### src/rtl/amw_pkg.sv
package amw_pkg;
  typedef enum logic [1:0] {
    ST_IDLE  = 2'd0,
    ST_MARK  = 2'd1,
    ST_SYNC  = 2'd2,
    ST_EVENT = 2'd3
  } amw_state_e;
endpackage

### src/rtl/amw_edge_det.sv
module amw_edge_det #(
  parameter int STAGES = 2
) (
  input  logic clk,
  input  logic rst_n,
  input  logic async_in,
  output logic rise
);
  logic [STAGES-1:0] sync_q;
  logic              prev_q;

  always_ff @(posedge clk or negedge rst_n) begin
    if (!rst_n) begin
      sync_q <= '0;
      prev_q <= 1'b0;
    end else begin
      sync_q <= {sync_q[STAGES-2:0], async_in};
      prev_q <= sync_q[STAGES-1];
    end
  end

  assign rise = sync_q[STAGES-1] & ~prev_q;
endmodule

### src/rtl/amw_byte_timer.sv
module amw_byte_timer #(
  parameter int W = 7
) (
  input  logic         clk,
  input  logic         rst_n,
  input  logic         load,
  input  logic [W-1:0] limit,
  input  logic         en,
  input  logic         byte_stb,
  output logic         expire
);
  logic [W-1:0] cnt;

  function automatic logic budget_spent(input logic [W-1:0] c);
    return c == '0;
  endfunction

  assign expire = en & byte_stb & budget_spent(cnt);

  always_ff @(posedge clk or negedge rst_n) begin
    if (!rst_n)                                   cnt <= '0;
    else if (load)                                cnt <= limit;
    else if (en && byte_stb && !budget_spent(cnt)) cnt <= cnt - 1'b1;
  end
endmodule

### src/rtl/amw_sync_search.sv
module amw_sync_search #(
  parameter int PAT_W    = 8,
  parameter int WIN_BITS = 16
) (
  input  logic             clk,
  input  logic             rst_n,
  input  logic             clear,
  input  logic             en,
  input  logic             bit_stb,
  input  logic             bit_in,
  input  logic             am_det,
  input  logic [PAT_W-1:0] pat,
  output logic             hit,
  output logic             exhaust
);
  localparam int FILL_W = $clog2(PAT_W + 1);
  localparam int WIN_W  = $clog2(WIN_BITS + 1);

  logic [PAT_W-1:0]  hist_q, hist_nx;
  logic [FILL_W-1:0] fill_q;
  logic [WIN_W-1:0]  win_q;
  logic              full_nx;

  function automatic logic [PAT_W-1:0] shift_msb_first(input logic [PAT_W-1:0] cur,
                                                       input logic b);
    return {cur[PAT_W-2:0], b};
  endfunction

  assign hist_nx = shift_msb_first(hist_q, bit_in);
  assign full_nx = fill_q >= FILL_W'(PAT_W - 1);
  assign hit     = en & bit_stb & full_nx & (hist_nx == pat);
  assign exhaust = en & bit_stb & am_det & ~hit & (win_q == WIN_W'(1));

  always_ff @(posedge clk or negedge rst_n) begin
    if (!rst_n) begin
      hist_q <= '0;
      fill_q <= '0;
      win_q  <= WIN_W'(WIN_BITS);
    end else if (clear) begin
      hist_q <= '0;
      fill_q <= '0;
      win_q  <= WIN_W'(WIN_BITS);
    end else if (en && bit_stb) begin
      hist_q <= hist_nx;
      if (fill_q != FILL_W'(PAT_W)) fill_q <= fill_q + 1'b1;
      if (am_det && win_q != '0)    win_q  <= win_q - 1'b1;
    end
  end
endmodule

### src/rtl/amw_top.sv
module amw_top
  import amw_pkg::*;
#(
  parameter int PAT_W       = 8,
  parameter int WIN_BITS    = 16,
  parameter int TMO_W       = 7,
  parameter int SYNC_STAGES = 2
) (
  input  logic                     clk,
  input  logic                     rst_n,
  input  logic                     start,
  input  logic                     sel_dmark,
  input  logic                     sel_imark,
  input  logic                     sel_index,
  input  logic                     sel_sector,
  input  logic [TMO_W-1:0]         dmark_limit,
  input  logic [PAT_W-1:0]         sync_pat,
  input  logic                     rd_bit,
  input  logic                     bit_stb,
  input  logic                     byte_stb,
  input  logic                     amark_det,
  input  logic                     index_in,
  input  logic                     sector_in,
  input  logic                     kill,
  input  logic                     retry_en,
  input  logic                     fail_en,
  output logic                     busy,
  output logic                     done,
  output logic                     byte_sync,
  output logic                     csum_start,
  output logic [$clog2(PAT_W)-1:0] bit_phase,
  output logic                     sync_err,
  output logic                     retry_req,
  output logic                     halt_req
);
  localparam int PH_W = $clog2(PAT_W);

  amw_state_e       state_q, state_nx;
  logic             dmark_q, want_idx_q, want_sec_q;
  logic [PAT_W-1:0] pat_q;

  // named internal events
  logic take_start, mark_wait, enter_sync, mark_tmo, tmr_expire;
  logic sync_hit, sync_exhaust, idx_rise, sec_rise, evt_hit, err_now;

  assign mark_wait  = (state_q == ST_MARK) & ~kill;
  assign take_start = start & ~kill & (state_q == ST_IDLE) &
                      (sel_dmark | sel_imark | sel_index | sel_sector);
  assign enter_sync = mark_wait & amark_det;
  assign mark_tmo   = tmr_expire;
  assign evt_hit    = (state_q == ST_EVENT) & ~kill &
                      ((want_idx_q & idx_rise) | (want_sec_q & sec_rise));
  assign err_now    = mark_tmo | sync_exhaust;

  amw_byte_timer #(.W(TMO_W)) u_tmr (
    .clk(clk), .rst_n(rst_n), .load(take_start), .limit(dmark_limit),
    .en(mark_wait & dmark_q & ~amark_det), .byte_stb(byte_stb), .expire(tmr_expire)
  );

  amw_sync_search #(.PAT_W(PAT_W), .WIN_BITS(WIN_BITS)) u_srch (
    .clk(clk), .rst_n(rst_n), .clear(enter_sync),
    .en((state_q == ST_SYNC) & ~kill), .bit_stb(bit_stb), .bit_in(rd_bit),
    .am_det(amark_det), .pat(pat_q), .hit(sync_hit), .exhaust(sync_exhaust)
  );

  amw_edge_det #(.STAGES(SYNC_STAGES)) u_idx (
    .clk(clk), .rst_n(rst_n), .async_in(index_in), .rise(idx_rise)
  );
  amw_edge_det #(.STAGES(SYNC_STAGES)) u_sec (
    .clk(clk), .rst_n(rst_n), .async_in(sector_in), .rise(sec_rise)
  );

  always_comb begin
    state_nx = state_q;
    if (kill) begin
      state_nx = ST_IDLE;
    end else begin
      case (state_q)
        ST_IDLE:  if (take_start)
                    state_nx = (sel_dmark | sel_imark) ? ST_MARK : ST_EVENT;
        ST_MARK:  if (enter_sync)    state_nx = ST_SYNC;
                  else if (mark_tmo) state_nx = ST_IDLE;
        ST_SYNC:  if (sync_hit | sync_exhaust) state_nx = ST_IDLE;
        ST_EVENT: if (evt_hit)       state_nx = ST_IDLE;
        default:  state_nx = ST_IDLE;
      endcase
    end
  end

  always_ff @(posedge clk or negedge rst_n) begin
    if (!rst_n) begin
      state_q    <= ST_IDLE;
      dmark_q    <= 1'b0;
      want_idx_q <= 1'b0;
      want_sec_q <= 1'b0;
      pat_q      <= '0;
      done       <= 1'b0;
      byte_sync  <= 1'b0;
      csum_start <= 1'b0;
      sync_err   <= 1'b0;
      retry_req  <= 1'b0;
      halt_req   <= 1'b0;
      bit_phase  <= '0;
    end else begin
      state_q <= state_nx;
      if (take_start) begin
        dmark_q    <= sel_dmark;
        want_idx_q <= sel_index;
        want_sec_q <= sel_sector;
        pat_q      <= sync_pat;
      end
      done       <= sync_hit | evt_hit;
      byte_sync  <= sync_hit;
      csum_start <= sync_hit;
      sync_err   <= err_now;
      retry_req  <= err_now & retry_en;
      halt_req   <= err_now & fail_en;
      if (sync_hit)     bit_phase <= '0;
      else if (bit_stb) bit_phase <= bit_phase + 1'b1;
    end
  end

  assign busy = (state_q != ST_IDLE);
endmodule

### config.mk
export PLATFORM = sky130hd
export DESIGN_NAME = amw_top
export DESIGN_NICKNAME = d
export VERILOG_FILES = /design/src/rtl/amw_pkg.sv /design/src/rtl/amw_edge_det.sv /design/src/rtl/amw_byte_timer.sv /design/src/rtl/amw_sync_search.sv /design/src/rtl/amw_top.sv
export SDC_FILE = /design/constraint.sdc
export NUM_CORES = 1
export LEC_CHECK = 0
export ABC_CLOCK_PERIOD_IN_PS = 5100
export CORE_AREA = 2 2 75 77
export CTS_CLUSTER_DIAMETER = 40
export DETAILED_ROUTE_END_ITERATION = 10
export DIE_AREA = 0 0 77 79
export DONT_BUFFER_PORTS = 1
export HOLD_SLACK_MARGIN = 0.15
export PLACE_DENSITY_LB_ADDON = 0.2
export SETUP_SLACK_MARGIN = 0.15
export SLEW_MARGIN = 20
export SYNTH_ARGS = -nofsm -noshare
export SYNTH_HDL_FRONTEND = slang
export SYNTH_HIERARCHICAL = 1
export SYNTH_SLANG_ARGS = --single-unit
### constraint.sdc
create_clock -name clk -period 5.1 [get_ports clk]
set_input_delay 1.275 -clock clk [delete_from_list [all_inputs] [get_ports clk]]
set_output_delay 1.275 -clock clk [all_outputs]
set_load 0.01 [all_outputs]
==> results.txt, run 1 <==
The floorplan has 27 rows. The number of flops mapped to enable cells by yosys works out to 0. After routing the design area is 2710 um2. The tools report the number of distinct library cells after synthesis as 52. The share of post-route cells with drive strength above 1 is 0.122, and the count of routing violations after the opening detailed-route iteration is 103. The tools report the multi-input combinational cell area as 1200 um2.

Buffers added to address setup during post-CTS repair amount to 0. The global-route congestion overflow total came out at 0. The total track usage is 0.166. Sorting the synthesized cells by area gives the leading types as sky130_fd_sc_hd__dfrtp_1 48%, sky130_fd_sc_hd__mux2_4 5.3%, sky130_fd_sc_hd__a21oi_1 3.5%.

The logs give 3.30 ps for the setup clock skew after layout and 330 MHz for the achievable frequency. The later pin in the worst-skew pair is clocked with a latency of 300 ps. The logs give 0.427 for the normalized max-slew margin and 203 uV for the maximum vdd drop. The number of endpoints with negative hold slack in the final report came out at 0. The placed cell area was 2610 um2; the antenna cell count was 0. Of all nets on the critical path, the largest fanout is 7. TritonCTS built the clock tree. The net switching share of the total power is 0.299, and the actual transition at the worst max-transition pin is 847 ps. Relative to the synthesized area, the layout overhead comes to 6.17%.

In the routed layout, each cell is associated on average with a via count of 5.69. The tools report the launching element type of the critical path as a primary input. The area share of the largest cell type after synthesis is 0.480.

41 I/O pins were placed. The number of fill cells in the layout is 500, and the number of buffers added by the clock tree synthesis step is 5. The post-synthesis async set-or-reset flop share was 1.00; the post-route DRC violation count was 0.

The congestion estimate from routability-driven global placement came to 0.786. The clock passes through at most 2 buffers. The static leakage power was 1.16 nW; the number of clock sinks seen by CTS was 50. Dividing the detail-routed wire length by the instance count gives 15.2 um.

The register-to-register path setup slack was 2500 ps. For this run, the number of Yosys warnings is 6. Synthesized area divided by synthesized cell count: 10.8 um2.

The flow ran to the end, and the final reports show no timing, DRC or antenna violations. Buffers placed on the I/O ports in this run total 0. The tools report the sum of routed wire length over all layers as 4700 um. The number of resized instances in the post-cts repair step was 0; the mux contribution to synthesized area was 0.0568. The clock network fraction of design power is 0.255, and the placed wire-length estimate is 3310 um. The first global-routing pass estimated 7960 um of wire.

Max-cap violations in this run came to 0. The tools report the buffer type at the clock tree root as sky130_fd_sc_hd__clkbuf_8. Data on the critical path is required at its endpoint by 5260 ps. The most used flip-flop cell after synthesis is sky130_fd_sc_hd__dfrtp_1.

The library cell used most frequently in the layout, excluding fill and tap cells, is sky130_fd_sc_hd__dfrtp_1. Setup repair after global routing left no endpoint under its margin. Entering global routing, the biggest net connects 51 pins.

The worst setup path is captured at a flop. The adder-cell share of the synthesized area came out at 0.0343. For the data arrival time at the worst-slack endpoint, the log shows 3190 ps.

The number of global-route vias before repair came out at 1674. The type of the setup path with the least slack is primary input to flop. The logs give 2 for the H-tree depth reported by CTS and 0.521 for the share of power burned in registers.

The post-synthesis xor/xnor area fraction came out at 0.0343. The run gives 0.000321 W as the switching power. The final critical-path required period was 3030 ps; the combinational share of power was 0.223. The floorplan step set the die width to 77 um. The post-synthesis sequential area ratio is 0.490.

After synthesis, the largest family of logic cells by area is simple AND/OR/NAND/NOR gates. In the final layout, flip-flops and latches occupy 1250 um2. The core area is 5340 um2. The floorplan step defined a die boundary enclosing 6080 um2. Internal power comes to 0.000754 W. The final max-slew violation count is 0, and the initial standard-cell utilization of the core is 0.478. After clock tree synthesis, the clock-pin slew on the worst setup and hold paths is 90 ps. The tools report the cell area after technology mapping as 2550 um2. The share of the clock period used by the worst path was 0.595. For the sum of negative setup slack, the log shows 0 ps. After synthesis the netlist holds a flip-flop and latch count of 50.

The power per unit of standard cell area was 396 nW/um2; the number of antenna violations at the first check in global routing was 0. The library cells used most frequently in the layout, excluding fill and tap cells, are 49 x sky130_fd_sc_hd__dfrtp_1, 19 x sky130_fd_sc_hd__nand2_1, 18 x sky130_fd_sc_hd__a21oi_1. The final layout contains 274 nets. The kind of path behind the tightest hold check is flop to flop. The compound-cell area share of the yosys netlist was 0.135. The floorplan die height is 79 um. The fraction of the mapped netlist area in simple logic gates is 0.211, and the total iterations of the first detailed-routing run is 4.

The final count of negative-setup-slack endpoints came out at 0. Synthesis produced a netlist whose cell count is 237. Once detail routing completed, the nets flagged for antenna violations numbered 0. Total number of vias: 1759.

The biggest area contributor in the post-synthesis netlist is sky130_fd_sc_hd__dfrtp_1. The run gives 0 as the hold buffer count at cts. The synthesized netlist net count came out at 275.
## cell type report
class / count / area share
Inverter: 12 / 0.0185
Clock inverter: 1 / 0.0111
Timing Repair Buffer: 1 / 0.00277
Clock buffer: 7 / 0.0281
Tap cell: 72 / 0.0332
Sequential cell: 50 / 0.462
Multi-Input combinational cell: 166 / 0.444
## power by group through the flow
stage	Clock [W]	Sequential [W]	Combinational (W)
after floorplan	0	0.000544	0.000214
after global placement	0	0.000566	0.000237
after detailed placement	0	0.000567	0.000240
after CTS	0.000284	0.000560	0.000241
after global routing	0.000298	0.000573	0.000273
final	0.000274	0.000560	0.000240
## worst max-delay path, cell delays in order
cell and delay (ps):
sky130_fd_sc_hd__or2b_1 260, sky130_fd_sc_hd__nor4b_1 720, sky130_fd_sc_hd__nand2_1 360, sky130_fd_sc_hd__nor3_1 300, sky130_fd_sc_hd__nor3_1 90, sky130_fd_sc_hd__a21oi_1 110, sky130_fd_sc_hd__o21ai_0 80
## cells in the mapped netlist, drive strengths merged, types with 2 or more instances
master and count:
or4b 2, and4bb 2, or3 4, a22oi 4, a2111o 2, and3 2, clkbuf 6, nor4b 3
dfrtp 49, buf 3, nor2b 5, nor2 12, a31oi 6, nand4b 5, o41ai 2, nor4 2
and2 3, o211ai 2, nor3b 2, a22o 2, mux2 9, nand2 19, nor3 5, a21o 2
inv 12, a21oi 18, o21ai 9, ha 7, nand3 14, xor2 9
## sequential cells by signal, summed over array words and instances (netlist names), 3 cells and up
signal / count
u_srch/fill_q: 4
u_srch/win_q: 5
pat_q: 8
bit_phase: 3
u_srch/hist_q: 7
u_tmr/cnt: 7
## final timing paths
path                                    to            start  depth (start not counted)
max                             state_q[0]             kill                          7
min                        u_sec/sync_q[1]  u_sec/sync_q[0]                          0
max reg2reg                     state_q[0]       state_q[0]                          7
min reg2reg                u_sec/sync_q[1]  u_sec/sync_q[0]                          0
max in group asynchronous  u_srch/win_q[4]            rst_n                          0
min in group asynchronous     u_idx/prev_q            rst_n                          0
## routing by layer
layer,up-vias,global-route usage,wire length [um]
met3,9,0.0500,269
met5,-,0,0
met2,48,0.257,2090
met1,846,0.222,2270
li1,856,-,-
met4,0,0.0607,71
## cell families after synthesis
logic type,after synthesis
AOI/OAI and AO/OA,51
xor gates and xnor gates,10
adders and majority gates,7
buffers and inverters,21
DFF,50
muxes,10
and+or+nand+nor,88
## stage by stage
step / utilization / cells / total power (W) / hold WS, ps / worst slack [ps]
4_1_cts: 0.508 / 309 / 0.00109 / 359 / 2120
3_3_place_gp: 0.488 / 301 / 0.000803 / 334 / 1880
5_1_grt: 0.508 / 309 / 0.00114 / 363 / 1850
3_5_place_dp: 0.488 / 301 / 0.000807 / 339 / 1780
2_1_floorplan: - / 237 / 0.000759 / 331 / 2230
6_report: 0.508 / 309 / 0.00107 / 356 / 2070
Power figures use the tool's default switching activity.
==> inputs of run 2 (changes only) <==
--- a/config.mk
+++ b/config.mk
@@ -5,7 +5,7 @@
 export SDC_FILE = /design/constraint.sdc
 export NUM_CORES = 1
 export LEC_CHECK = 0
-export ABC_CLOCK_PERIOD_IN_PS = 5100
+export ABC_CLOCK_PERIOD_IN_PS = 2520
 export CORE_AREA = 2 2 75 77
 export CTS_CLUSTER_DIAMETER = 40
 export DETAILED_ROUTE_END_ITERATION = 10
==> constraint.sdc (replaced) <==
create_clock -name clk -period 2.52 [get_ports clk]
set_input_delay 0.63 -clock clk [delete_from_list [all_inputs] [get_ports clk]]
set_output_delay 0.63 -clock clk [all_outputs]
set_load 0.01 [all_outputs]
==> results.txt, run 2 (synthesized netlist as in run 1, its figures left out) <==
The share of post-route cells with drive strength above 1 was 0.145. TritonCTS built the clock tree. In this run the deepest clock path goes through 2 buffers.

The total track usage was 0.174; the count of pins on the block boundary was 41. The total overflow left after global routing is 0. In this run the worst setup path begins at state_q[0]. For the number of clock sinks seen by CTS, the log shows 50. The H-tree generated during clock tree synthesis spans 2 levels. The die covers 6080 um2. The run finished with clean final reports.

Final critical-path required period: 2150 ps. The worst register-to-register path has a setup slack of 370 ps. Setup repair after global routing left no endpoint under its margin. For the combinational share of power, the log shows 0.233. Measured along the y axis, the die boundary spans 79 um.

After clock tree synthesis, the clock-pin slew on the worst setup and hold paths is 90 ps. The internal power of the cells totals 0.00153 W. Entering global routing, the biggest net connects 50 pins.

For the final routed database, the setup TNS stands at 0 ps. Measured along the x axis, the die boundary spans 77 um. After floorplanning, the core was divided into 27 placement rows. For this design the ratio of total power to cell area is 799 nW/um2. For this run, the detailed router's first-pass iteration total came to 4.

The critical path capture point type is a flop. Timing analysis after detailed placement gives a worst setup slack of 324 ps. The switching power was 0.000686 W.

Using the TritonRoute via totals, the vias-per-cell ratio works out to 5.65. For this design the static power due to leakage is 1.19 nW. The logs give 4930 um for the sum of routed wire length over all layers and 0.667 for the normalized max-slew margin.

Max-cap violations in this run came to 0. Relative to the synthesized area, the layout overhead comes to 8.72%. The mean routed wirelength per cell is 15.8 um, and the number of cell instances on the worst register-to-register path is 8.

The number of buffers added by the clock tree synthesis step came out at 5. At the end of routability-driven placement, the weighted congestion stood at 0.736. Once detail routing completed, the nets flagged for antenna violations numbered 0.

For the multi-input combinational cell area, the log shows 1210 um2. The buffer type at the clock tree root was sky130_fd_sc_hd__clkbuf_8. The library cells used most frequently in the layout, excluding fill and tap cells, are 49 x sky130_fd_sc_hd__dfrtp_1, 19 x sky130_fd_sc_hd__nand2_1, 18 x sky130_fd_sc_hd__a21oi_1. The antenna cell count was 0; the final max-slew violation count was 0. The register with the most flip-flops in the layout has 8 of them. Setup violations remaining at the end of the flow were counted as 0. The final layout contains 278 nets. Startpoint of the most critical register-to-register path: state_q[0]. Detailed placement ended at an HPWL of 3450 um. For the final database, setup skew stands at 7.30 ps. Number of endpoints with negative hold slack in the final report: 0. More flip-flops sit in one register than any other, and that register is pat_q. Of all nets on the critical path, the largest fanout is 7.

Across the whole layout, storage elements account for 1250 um2. The share of power burned in registers is 0.512, and the data arrival time at the worst-slack endpoint is 2310 ps. The achievable frequency was 466 MHz; the post-route DRC violation count was 0. The largest registers in the layout are pat_q x8, u_srch/hist_q x7, u_tmr/cnt x7. The net switching share of the total power came out at 0.309. The number of global-route vias before repair is 1715, and the global-route wire length before repair is 8220 um. The share of the clock period used by the worst path came out at 0.852.

The core area was 5340 um2. The number of fill cells in the layout was 499. The number of antenna violations at the first check in global routing was 0; the count of port buffers added during placement was 0. The worst flop-to-flop path endpoint was state_q[0]. For the pin with the worst max-slew slack, the measured transition is 495 ps. The clock network fraction of design power was 0.255; the tightest hold margin was 164 ps. The run gives 390 uV as the maximum vdd drop. The clock reaches the later pin of the worst-skew pair after 300 ps. The critical path in this run is classified as flop to flop.

STA puts the critical path data required time at 2680 ps. The run gives 0.520 as the end-of-flow core utilization. The worst hold path belongs to the class primary input to async pin.

Setup slack on the critical path of the routed design comes to 373 ps. The final route contains 1768 vias. Count of routing violations after the opening detailed-route iteration: 91. The library cell used most frequently in the layout, excluding fill and tap cells, is sky130_fd_sc_hd__dfrtp_1. Power comes to 0.00222 W. The worst setup path is launched from a flop.

For the initial standard-cell utilization of the core, the log shows 0.478.
## run 2: cell types whose count changed in the layout (fill, tap and decap cells not counted), sizes merged
cell,change
buf,+3
clkbuf,-2
clkinvlp,+2
dlygate4sd3,+1
## run 2: repair_timing
item / CTS / global route
hold endpoints to repair: 49 / 0
resized for setup: 0 / 1
endpoints found under the setup margin: 0 / 1
setup buffers: 0 / 0
hold buffers: 2 / 0
## run 2: cell type report
| class | count | share of cell area |
|---|---|---|
| Multi-Input combinational cell | 166 | 0.436 |
| Inverter | 12 | 0.0180 |
| Clock inverter | 3 | 0.0162 |
| Sequential cell | 50 | 0.451 |
| Tap cell | 72 | 0.0324 |
| Clock buffer | 5 | 0.0248 |
| Timing Repair Buffer | 5 | 0.0216 |
## run 2: routing by layer
layer  track usage  routed length, um  vias to the layer above
met4        0.0536                 50                        0
met5             0                  0                        -
met2         0.282               2290                       46
li1              -                  -                      863
met3        0.0557                319                        5
met1         0.222               2270                      854
## run 2: how the worst max path moves through the flow
stage                 end  slack, ps  cells past startpoint
2_1_floorplan  state_q[0]        300                      7
3_3_place_gp   state_q[1]        340                      7
4_1_cts        state_q[1]        350                      8
5_1_grt        state_q[0]        220                      8
6_report       state_q[0]        370                      8
3_5_place_dp   state_q[0]        320                      8
## run 2: stage by stage
step | std cells | area (um2)
after global placement | 303 | 2620
final | 313 | 2780
after global routing | 313 | 2780
after detailed placement | 303 | 2620
after CTS | 313 | 2770
after floorplan | 237 | 2550
## run 2: power groups by stage
stage	Combinational (W)	Sequential, W	Clock [W]
2_1_floorplan	0.000434	0.00110	0
3_3_place_gp	0.000483	0.00115	0
3_5_place_dp	0.000498	0.00115	0
4_1_cts	0.000523	0.00113	0.000590
5_1_grt	0.000588	0.00116	0.000621
6_report	0.000516	0.00114	0.000565
## run 2: worst max-delay path: stages (launching register included)
cell	delay [ps]
sky130_fd_sc_hd__dfrtp_1	500
sky130_fd_sc_hd__or2b_1	310
sky130_fd_sc_hd__nor4b_1	260
sky130_fd_sc_hd__buf_4	190
sky130_fd_sc_hd__nand2_1	180
sky130_fd_sc_hd__nor3_1	280
sky130_fd_sc_hd__nor3_1	90
sky130_fd_sc_hd__a21oi_1	110
sky130_fd_sc_hd__o21ai_0	80
==> inputs of run 3 (changes only) <==
--- a/config.mk
+++ b/config.mk
@@ -5,7 +5,7 @@
 export SDC_FILE = /design/constraint.sdc
 export NUM_CORES = 1
 export LEC_CHECK = 0
-export ABC_CLOCK_PERIOD_IN_PS = 2520
+export ABC_CLOCK_PERIOD_IN_PS = 2400
 export CORE_AREA = 2 2 75 77
 export CTS_CLUSTER_DIAMETER = 40
 export DETAILED_ROUTE_END_ITERATION = 10
==> constraint.sdc (replaced) <==
create_clock -name clk -period 2.4 [get_ports clk]
set_input_delay 0.48 -clock clk [delete_from_list [all_inputs] [get_ports clk]]
set_output_delay 0.48 -clock clk [all_outputs]
set_load 0.01 [all_outputs]
==> results.txt, run 3 (synthesized netlist as in run 1, its figures left out) <==
The number of antenna violations at the first check in global routing was 0. The number of flip-flops under the largest register name was 8. The die covers 6080 um2. The worst hold path passes through 0 cells. For the clock latency of the later-clocked register in the worst-skew pair, the log shows 300 ps.

The total number of vias was 1746; the signed area change from the synthesized netlist to the final layout was 8.57%. The sum of negative setup slack is 0 ps, and the count of pins on the block boundary is 41. Normalized max-slew margin: 0.612.

For this run, the post-layout net count is 280. Timing would allow up to 505 MHz. The maximum vdd drop is 347 uV. The min-delay analysis places its worst path in the category primary input to flop.

Of all nets on the critical path, the largest fanout is 6. In this run the tool buffered the top-level ports with 0 buffer cells. Row generation in the floorplan step produced 27 rows.

The count of routing violations after the opening detailed-route iteration came out at 116. TritonCTS built the clock tree. At the pin with the least slew margin, the transition time is 577 ps. The number of global-route vias before repair is 1702, and the floorplan die height is 79 um. Launching element type of the critical path: a flop. The chip width was 77 um.

The run gives 5 as the number of buffers added by the clock tree synthesis step. The run gives 498 as the number of fill cells in the layout. The clock net in this run drives a total of 50 sinks.

Summed over all cells, the static leakage comes to 1.19 nW. The share of the clock period used by the worst path came out at 0.825. Registers take 1250 um2.

The run gives 5340 um2 as the core area. No sink is reached through more buffers than the 2 on the longest clock path. For this run, design rule violations remaining after detail routing come to 0. The via density per instance was 5.54; the final max-slew violation count was 0.

The count of max-cap constraint violations came out at 0. The total track usage came out at 0.170. The tools report the number of endpoints with negative hold slack in the final report as 0. Dividing the detail-routed wire length by the instance count gives 14.9 um. For the global-route wire length before repair, the log shows 8110 um. In the layout the commonest cells are 49 x sky130_fd_sc_hd__dfrtp_1, 19 x sky130_fd_sc_hd__nand2_1, 18 x sky130_fd_sc_hd__a21oi_1. The initial standard-cell utilization of the core is 0.478.

The tools report the global-route congestion overflow total as 0. Summed over all layers, the routed wires come to 4710 um. The run finished with clean final reports. Clock-pin slew was measured on the worst setup and hold paths at 90 ps. The required time of the critical path came out at 2590 ps.

The data arrival time at the worst-slack endpoint came out at 2160 ps. The cell sitting at the root of the clock tree is a sky130_fd_sc_hd__clkbuf_8. In this run the number of H-tree levels came out at 2. Summing all placed instances gives a cell area of 2640 um2. Before antenna repair, the detailed router went through 4 iterations. The repair_antennas step left the layout with diodes totalling 0. Counting flops per register, the top entry is pat_q. The worst setup path is captured at a flop. The congestion estimate from routability-driven global placement came to 0.744. The clock arrives with 3.91 ps of skew. The finished cells cover 2770 um2. The power per unit of standard cell area works out to 808 nW/um2. The multi-input combinational cell area came out at 1210 um2. Number of nets still failing antenna checks after routing: 0. The setup path with the least slack is of type flop to flop. Setup violations remaining at the end of the flow were counted as 0.

Leaving out fill and tap cells, the most frequent cell in the layout is sky130_fd_sc_hd__dfrtp_1. Entering global routing, the biggest net connects 51 pins. The final critical-path required period came out at 1980 ps. In the final layout, the registers with the most flip-flops are pat_q x8, u_srch/hist_q x7, u_tmr/cnt x7. Once detailed placement completed, the half-perimeter wirelength came to 3300 um.

The share of post-route cells with drive strength above 1 was 0.152. Setup repair after global routing left no endpoint under its margin. Counting cells, the worst reg-to-reg path comes to 6.
## run 3: cell types whose count changed in the layout (fill, tap and decap cells not counted)
| cell | previous run | this run |
|---|---|---|
| sky130_fd_sc_hd__buf_4 | 3 | 5 |
| sky130_fd_sc_hd__bufinv_16 | 1 | 0 |
| sky130_fd_sc_hd__clkbuf_8 | 5 | 6 |
| sky130_fd_sc_hd__clkinv_2 | 0 | 1 |
| sky130_fd_sc_hd__clkinvlp_4 | 2 | 1 |
## run 3: layout make-up
class,instances,area share
inverters,12,0.0181
multi-input cells,166,0.436
clock inverters,2,0.00451
repair buffers,7,0.0271
clock buffers,6,0.0298
well taps,72,0.0325
flip-flops and latches,50,0.452
## run 3: path summary, 6_finish.rpt
check | to | start | slack, ps
worst min register to register | u_sec/sync_q[1] | u_sec/sync_q[0] | 360
max in group asynchronous | u_srch/win_q[4] | rst_n | 1450
worst max-delay path | state_q[1] | u_srch/hist_q[4] | 420
min in group asynchronous | u_sec/prev_q | rst_n | 680
worst max register to register | state_q[1] | u_srch/hist_q[4] | 420
worst min-delay path | u_sec/sync_q[0] | sector_in | 200
## run 3: power breakdown
group,internal [W],switching (W)
combinational,0.000287,0.000268
sequential,0.00102,0.000165
clock,0.000232,0.000273
total,0.00153,0.000705
## run 3: worst max-delay path, stage by stage (launching register included)
cell                      delay (ps)
sky130_fd_sc_hd__dfrtp_1         430
sky130_fd_sc_hd__xor2_1          180
sky130_fd_sc_hd__nor4_1          550
sky130_fd_sc_hd__and3_1          380
sky130_fd_sc_hd__nor4b_1         100
sky130_fd_sc_hd__a31oi_1         140
sky130_fd_sc_hd__a31oi_1          90
## run 3: timing repair
action	4_1_cts	5_1_grt
setup endpoints to repair	0	1
setup buffers	0	0
hold endpoints to repair	50	0
resized for setup	0	1
hold buffers	2	0
## run 3: through the flow
| step | power (W) | hold WS [ps] | setup slack (ps) | utilization | std cells |
|---|---|---|---|---|---|
| finish | 0.00224 | 199 | 421 | 0.519 | 315 |
| global route | 0.00242 | 171 | 249 | 0.519 | 315 |
| CTS | 0.00227 | 184 | 325 | 0.519 | 315 |
| detailed placement | 0.00173 | 185 | 341 | 0.494 | 305 |
| global placement | 0.00171 | 186 | 327 | 0.494 | 305 |
| floorplan | 0.00161 | 184 | 328 | - | 237 |
## run 3: metal layers
layer / up-vias / wire length [um] / GRT usage
li1: 863 / - / -
met2: 51 / 2120 / 0.263
met1: 827 / 2230 / 0.227
met4: 0 / 60 / 0.0536
met5: - / 0 / 0
met3: 5 / 288 / 0.0580
